--- src/rtl/edvfs_pkg.sv ---
// Package: shared constants and types for the per-engine idle-time governor.
// Assumes a five-point operating table with uniform frequency and voltage steps.
package edvfs_pkg;
    localparam int FREQ_BASE_MHZ = 400;
    localparam int FREQ_STEP_MHZ = 50;
    localparam int VDD_BASE_MV   = 1100;
    localparam int VDD_STEP_MV   = 50;
    localparam int PCT_SCALE     = 100;

    typedef enum logic [1:0] {
        STEP_HOLD = 2'd0,
        STEP_UP   = 2'd1,
        STEP_DOWN = 2'd2
    } step_t;
endpackage

--- src/rtl/edvfs_idle_detect.sv ---
// Idle detector: flags a cycle as idle when every thread is blocked on memory.
// Assumes thread_wait is already synchronous to clk.
module edvfs_idle_detect #(
    parameter int N_THREADS = 4
) (
    input  logic [N_THREADS-1:0] thread_wait,
    output logic                 idle
);
    logic [N_THREADS:0] chain;

    // Purpose: AND chain over all thread wait flags.
    assign chain[0] = 1'b1;
    for (genvar t = 0; t < N_THREADS; t++) begin : g_chain
        assign chain[t+1] = chain[t] & thread_wait[t];
    end
    assign idle = chain[N_THREADS];
endmodule

--- src/rtl/edvfs_window_accum.sv ---
// Window accumulator: counts window cycles and idle cycles while run is high.
// The window length is latched from win_sel on the first cycle of each window.
// Assumes every programmed length is at least 1 and fits CNT_W bits.
module edvfs_window_accum #(
    parameter int WIN_LEN0 = 20000,
    parameter int WIN_LEN1 = 40000,
    parameter int WIN_LEN2 = 60000,
    parameter int CNT_W    = 16
) (
    input  logic             clk,
    input  logic             rst_n,
    input  logic             run,
    input  logic             idle,
    input  logic [1:0]       win_sel,
    output logic             win_end,
    output logic [CNT_W-1:0] idle_total,
    output logic [CNT_W-1:0] len_total
);
    logic [CNT_W-1:0] win_cnt;
    logic [CNT_W-1:0] idle_cnt;
    logic [CNT_W-1:0] cur_len;
    logic [CNT_W-1:0] sel_len;
    logic             first_cyc;

    // Purpose: decode the window length code (3 aliases the shortest).
    always_comb begin
        case (win_sel)
            2'd1:    sel_len = CNT_W'(WIN_LEN1);
            2'd2:    sel_len = CNT_W'(WIN_LEN2);
            default: sel_len = CNT_W'(WIN_LEN0);
        endcase
    end

    // Purpose: pick the live length, fresh on the first cycle, latched after.
    assign first_cyc  = (win_cnt == '0);
    assign len_total  = first_cyc ? sel_len : cur_len;
    assign win_end    = run && (win_cnt == len_total - CNT_W'(1));
    assign idle_total = idle_cnt + CNT_W'(idle);

    // Purpose: advance the window and idle counters, clear between windows.
    always_ff @(posedge clk) begin
        if (!rst_n) begin
            win_cnt  <= '0;
            idle_cnt <= '0;
        end else if (!run || win_end) begin
            win_cnt  <= '0;
            idle_cnt <= '0;
        end else begin
            win_cnt  <= win_cnt + CNT_W'(1);
            idle_cnt <= idle_total;
        end
    end

    // Purpose: hold the length chosen on the first cycle for the whole window.
    always_ff @(posedge clk) begin
        if (!rst_n) begin
            cur_len <= CNT_W'(WIN_LEN0);
        end else if (run && first_cyc) begin
            cur_len <= sel_len;
        end
    end
endmodule

--- src/rtl/edvfs_level_decide.sv ---
// Level decision: compares idle*100 with pct*len without division and
// proposes the next level, clamped to the table bounds.
// Assumes IDLE_PCT is between 0 and 100.
module edvfs_level_decide
    import edvfs_pkg::*;
#(
    parameter int N_LEVELS = 5,
    parameter int IDLE_PCT = 10,
    parameter int CNT_W    = 16,
    parameter int LVL_W    = 3
) (
    input  logic [CNT_W-1:0] idle_total,
    input  logic [CNT_W-1:0] len_total,
    input  logic [LVL_W-1:0] cur_level,
    output logic [LVL_W-1:0] next_level,
    output logic             changed
);
    localparam int PROD_W = CNT_W + 8;
    localparam logic [LVL_W-1:0] TOP_LVL = LVL_W'(N_LEVELS - 1);

    logic [PROD_W-1:0] idle_scaled;
    logic [PROD_W-1:0] thresh_scaled;
    step_t             step;

    // Purpose: scale both sides so the percentage compare needs no divider.
    assign idle_scaled   = PROD_W'(idle_total) * PROD_W'(PCT_SCALE);
    assign thresh_scaled = PROD_W'(IDLE_PCT) * PROD_W'(len_total);

    // Purpose: choose the step direction; an exact tie holds.
    always_comb begin
        if (idle_scaled > thresh_scaled)      step = STEP_DOWN;
        else if (idle_scaled < thresh_scaled) step = STEP_UP;
        else                                  step = STEP_HOLD;
    end

    // Purpose: apply the step inside the table bounds.
    always_comb begin
        next_level = cur_level;
        case (step)
            STEP_DOWN: if (cur_level != '0)     next_level = cur_level - LVL_W'(1);
            STEP_UP:   if (cur_level != TOP_LVL) next_level = cur_level + LVL_W'(1);
            default:   next_level = cur_level;
        endcase
    end
    assign changed = (next_level != cur_level);
endmodule

--- src/rtl/edvfs_settle_timer.sv ---
// Settle timer: holds busy high for exactly PENALTY_CYCLES cycles after start.
// Assumes PENALTY_CYCLES >= 1 and that start never arrives while busy.
module edvfs_settle_timer #(
    parameter int PENALTY_CYCLES = 6000
) (
    input  logic clk,
    input  logic rst_n,
    input  logic start,
    output logic busy
);
    localparam int PEN_W = $clog2(PENALTY_CYCLES + 1);

    logic [PEN_W-1:0] remain;

    // Purpose: load and count down the settling interval.
    always_ff @(posedge clk) begin
        if (!rst_n) begin
            busy   <= 1'b0;
            remain <= '0;
        end else if (start) begin
            busy   <= 1'b1;
            remain <= PEN_W'(PENALTY_CYCLES - 1);
        end else if (busy) begin
            if (remain == '0) busy <= 1'b0;
            else              remain <= remain - PEN_W'(1);
        end
    end
endmodule

--- src/rtl/engine_idle_dvfs.sv ---
// Top: idle-time driven voltage/frequency governor for one processing engine.
// Counts all-threads-blocked cycles per window, steps the level by one at the
// window end, and stalls for a fixed penalty after every change.
// Assumes one instance per engine; instances share nothing.
module engine_idle_dvfs
    import edvfs_pkg::*;
#(
    parameter int N_THREADS      = 4,
    parameter int N_LEVELS       = 5,
    parameter int IDLE_PCT       = 10,
    parameter int WIN_LEN0       = 20000,
    parameter int WIN_LEN1       = 40000,
    parameter int WIN_LEN2       = 60000,
    parameter int PENALTY_CYCLES = 6000,
    parameter int LVL_W          = $clog2(N_LEVELS),
    parameter int FREQ_W         = 10,
    parameter int VDD_W          = 11
) (
    input  logic                 clk,
    input  logic                 rst_n,
    input  logic [N_THREADS-1:0] thread_wait,
    input  logic [1:0]           win_sel,
    output logic [LVL_W-1:0]     level,
    output logic                 stall,
    output logic [FREQ_W-1:0]    freq_mhz,
    output logic [VDD_W-1:0]     vdd_mv
);
    localparam int LEN_MAX01 = (WIN_LEN0 > WIN_LEN1) ? WIN_LEN0 : WIN_LEN1;
    localparam int LEN_MAX   = (LEN_MAX01 > WIN_LEN2) ? LEN_MAX01 : WIN_LEN2;
    localparam int CNT_W     = $clog2(LEN_MAX + 1);
    localparam logic [LVL_W-1:0] TOP_LVL = LVL_W'(N_LEVELS - 1);

    logic             idle;
    logic             win_end;
    logic [CNT_W-1:0] idle_total;
    logic [CNT_W-1:0] len_total;
    logic [LVL_W-1:0] next_level;
    logic             changed;
    logic             settle_busy;
    logic             take_step;

    edvfs_idle_detect #(.N_THREADS(N_THREADS)) idle_i (
        .thread_wait (thread_wait),
        .idle        (idle)
    );

    edvfs_window_accum #(
        .WIN_LEN0 (WIN_LEN0),
        .WIN_LEN1 (WIN_LEN1),
        .WIN_LEN2 (WIN_LEN2),
        .CNT_W    (CNT_W)
    ) accum_i (
        .clk        (clk),
        .rst_n      (rst_n),
        .run        (!settle_busy),
        .idle       (idle),
        .win_sel    (win_sel),
        .win_end    (win_end),
        .idle_total (idle_total),
        .len_total  (len_total)
    );

    edvfs_level_decide #(
        .N_LEVELS (N_LEVELS),
        .IDLE_PCT (IDLE_PCT),
        .CNT_W    (CNT_W),
        .LVL_W    (LVL_W)
    ) decide_i (
        .idle_total (idle_total),
        .len_total  (len_total),
        .cur_level  (level),
        .next_level (next_level),
        .changed    (changed)
    );

    assign take_step = win_end && changed;

    edvfs_settle_timer #(.PENALTY_CYCLES(PENALTY_CYCLES)) settle_i (
        .clk   (clk),
        .rst_n (rst_n),
        .start (take_step),
        .busy  (settle_busy)
    );

    // Purpose: hold the operating level, updated only at a deciding window end.
    always_ff @(posedge clk) begin
        if (!rst_n)         level <= TOP_LVL;
        else if (take_step) level <= next_level;
    end

    // Purpose: drive the stall and the operating point of the current level.
    assign stall    = settle_busy;
    assign freq_mhz = FREQ_W'(FREQ_BASE_MHZ) + FREQ_W'(FREQ_STEP_MHZ) * FREQ_W'(level);
    assign vdd_mv   = VDD_W'(VDD_BASE_MV) + VDD_W'(VDD_STEP_MV) * VDD_W'(level);
endmodule

--- config.mk ---
export PLATFORM = sky130hd
export DESIGN_NAME = engine_idle_dvfs
export DESIGN_NICKNAME = d
export VERILOG_FILES = /design/src/rtl/edvfs_pkg.sv /design/src/rtl/edvfs_idle_detect.sv /design/src/rtl/edvfs_window_accum.sv /design/src/rtl/edvfs_level_decide.sv /design/src/rtl/edvfs_settle_timer.sv /design/src/rtl/engine_idle_dvfs.sv
export SDC_FILE = /design/constraint.sdc
export NUM_CORES = 1
export LEC_CHECK = 0
export ABC_AREA = 1
export BUFFER_PORTS_ARGS = -buffer_cell sky130_fd_sc_hd__buf_4
export CAP_MARGIN = 40
export CORE_MARGIN = 3
export CORE_UTILIZATION = 64
export CTS_CLUSTER_DIAMETER = 30
export DETAILED_ROUTE_END_ITERATION = 7
export GPL_ROUTABILITY_DRIVEN = 0
export PLACE_DENSITY_LB_ADDON = 0.2
export SLEW_MARGIN = 30
export SYNTH_ARGS = -nofsm -noshare
export SYNTH_HDL_FRONTEND = slang
export SYNTH_SLANG_ARGS = --single-unit
--- constraint.sdc ---
create_clock -name clk -period 10.18 [get_ports clk]
set_input_delay 1.527 -clock clk [delete_from_list [all_inputs] [get_ports clk]]
set_output_delay 1.527 -clock clk [all_outputs]
set_load 0.01 [all_outputs]
==> reports/results.ini <==
[routing]
avgViaCountPerCell=5.365
dr_total_vias=4973
dr.first_iter.drc_count=203
routed_wl_um=11810
drt.antenna.violating_nets=0
drc=0
wl_per_cell_um=12.74
first_pass_iters=5

[clocking]
clkTransAtPathRegs_ns=0.10
cts_tree=yes
cts.root.buffer_cell=clkbuf_8
htreeDepth=2
cts_buffers=5
ctsResizeCount=0
cts_hold_buffers=0
cts_buffer_depth=2
clkSinkCount=54
clk_latency_ns=0.32
cts_setup_buffers=0

[global_route]
antenna_found_initial=0
grt-ovfl-total=0
grt_pass1_wl_um=20930
top_usage_layer=met2
grt_use_met3=0.02699
gr-usage-met2=0.4597
grt_start_max_net_pins=33
grt_pass1_vias=4863
grt.met1_usage=0.2930
track_usage=0.2484

[synthesis]
yosysUniqueCellTypes=43
synthTopCellsByArea=ha_1 (21%), dfxtp_1 (19%), nand2_1 (9.4%)
synth_edf_count=0
synth.most_common_cell=nand2_1
muxShareOfSynthArea=0
synth_area_um2=5725
yosys.area_share.simple=0.2909
synth_common_cells=nand2_1 (144), inv_1 (141), ha_1 (94)
yosysTopAreaCell=ha_1
ys_ff_latch=54
seq_area_frac_synth=0.1888
yosysTopAreaCellShare=0.2054
synth_fa_ha_area_frac=0.2439
synthFlopType=dfxtp_1
synth_top_family_by_area=simple AND/OR/NAND/NOR gates
postSynthCellCount=796
async_reset_ff_frac=0
yosys_warnings=0
synth-compound-area-share=0.07146
synth-xor-area-share=0.09025
syn_avg_cell_area_um2=7.193

[pwr]
p_sw_mw=0.1631
netSwitchingFraction=0.3252
p_per_area_nw_per_um2=82.14
p_int_mw=0.3384
power_frac_clock=0.299
peakVddDrop_uv=67.88
power_leakage_nw=3.359
p_seq_frac=0.432
combPwrFrac=0.270

[timing]
period_share=0.7151
hold_ws_ns=0.4525
worst_pin_slew_ns=0.6954
drv_slew=0
period_needed_ns=7.279
slew_headroom=0.5359
clock_skew_ns=0.006142
setup_viol_count_final=0
final.setup.tns_ns=0
rsz0062_at_grt=no
max_freq_mhz=137.4
hold_viol=0

[floorplanning]
io_pins=33
start_util=0.6764
fp.dieArea_um2=10120
die_h_um=100.6
coreArea_um2=8464
die_x_um=100.6
placementRows=33

[cells_and_area]
nFillCells=686
syn2layout_area_growth_pct=6.643
antenna_cells=0
drive_above_1_share=0.1107
final_nets=934

[setup_path]
path_delay_family=simple AND/OR/NAND/NOR gates
worstPathArrival_ns=7.54
crit_top_cell=nand2_1
crit_type=in2reg
crit_buf_inv=7
crit_fanout=12
r2r-start=accum_i.idle_cnt[0]
crit_required_ns=10.44
cp_slowest_stage_delay_ns=0.51
startpoint_type=primary input
end_kind=flip-flop
cp-startpoint=thread_wait[0]
cp_slowest_cell=fa_1

[job]
max_cap_violations=0

[worst_hold_path]
hold_path_startpoint=accum_i.win_cnt[0]
hold_path_class=reg2reg

[placement]
io_buffers=29
hpwl_um=9712

[run_status]
status=complete, no violations

[power groups by stage]
| stage | logic, mW | clock network, mW | registers (mW) |
|---|---|---|---|
| global route | 0.156 | 0.162 | 0.217 |
| detailed placement | 0.134 | 0 | 0.221 |
| global placement | 0.124 | 0 | 0.221 |
| floorplan | 0.105 | 0 | 0.221 |
| CTS | 0.135 | 0.154 | 0.216 |
| finish | 0.135 | 0.150 | 0.216 |
[sequential cells by signal (all words and copies together), names as in the netlist]
register / count
accum_i.idle_cnt: 16
settle_i.busy: 1
level: 3
accum_i.cur_len: 5
accum_i.win_cnt: 16
settle_i.remain: 13
[stage by stage]
| step | total power [mW] | utilization | setup WS, ns | cells | area (um2) |
|---|---|---|---|---|---|
| 2_1_floorplan | 0.3261 | - | 3.456 | 797 | 5729 |
| 6_report | 0.5015 | 0.7214 | 2.901 | 927 | 6106 |
| 5_1_grt | 0.5349 | 0.7214 | 2.166 | 927 | 6106 |
| 3_3_place_gp | 0.3454 | 0.7084 | 2.854 | 919 | 5996 |
| 3_5_place_dp | 0.3550 | 0.7084 | 2.625 | 919 | 5996 |
| 4_1_cts | 0.5055 | 0.7214 | 2.918 | 927 | 6106 |
[cell families (layout without fill, tap and decap cells)]
group | after synthesis | count (layout)
buffers and inverters | 163 | 188
XOR/XNOR | 59 | 59
AO/OA/AOI/OAI | 66 | 66
other | 2 | 3
flip-flops | 54 | 54
AND/OR/NAND/NOR | 347 | 347
adder cells (fa/ha/maj) | 105 | 105
[cell usage in the layout, fill, tap and decap left out, types with 7 or more instances in the layout]
cell type | synthesis | final
o21ai_0 | 11 | 11
buf_4 | 7 | 29
dfxtp_1 | 54 | 54
nor3_1 | 19 | 19
xnor2_1 | 21 | 21
ha_1 | 94 | 94
inv_2 | 10 | 10
nor2_1 | 79 | 79
nand3_1 | 52 | 52
a21oi_1 | 27 | 27
nand2_1 | 144 | 144
nand2_2 | 7 | 7
fa_1 | 11 | 11
a21oi_2 | 11 | 11
xor2_1 | 38 | 38
inv_1 | 141 | 141
nand4_1 | 7 | 7
[worst paths after layout]
| check | endpoint | slack [ns] | cells after the start |
|---|---|---|---|
| max reg2reg | settle_i.remain[4] | 4.03 | 36 |
| min | accum_i.win_cnt[0] | 0.45 | 1 |
| min reg2reg | accum_i.win_cnt[0] | 0.45 | 1 |
| max | settle_i.remain[4] | 2.90 | 39 |
[routing by layer]
metal  share of wire  vias up
met1            0.42     2276
met5               0        -
met2            0.52      100
li1                -     2567
met3           0.032       30
met4           0.027        0
[area by class of cell]
class	count	area [um2]	area share
clock inverter	2	37.54	0.006148
clock buffer	6	72.57	0.01189
inverter	151	566.8	0.09283
tap	105	131.4	0.02152
timing repair buffer	29	217.7	0.03566
multi-input combinational	580	3999	0.6549
sequential	54	1081	0.1770
(Power assumes the default switching activity.)
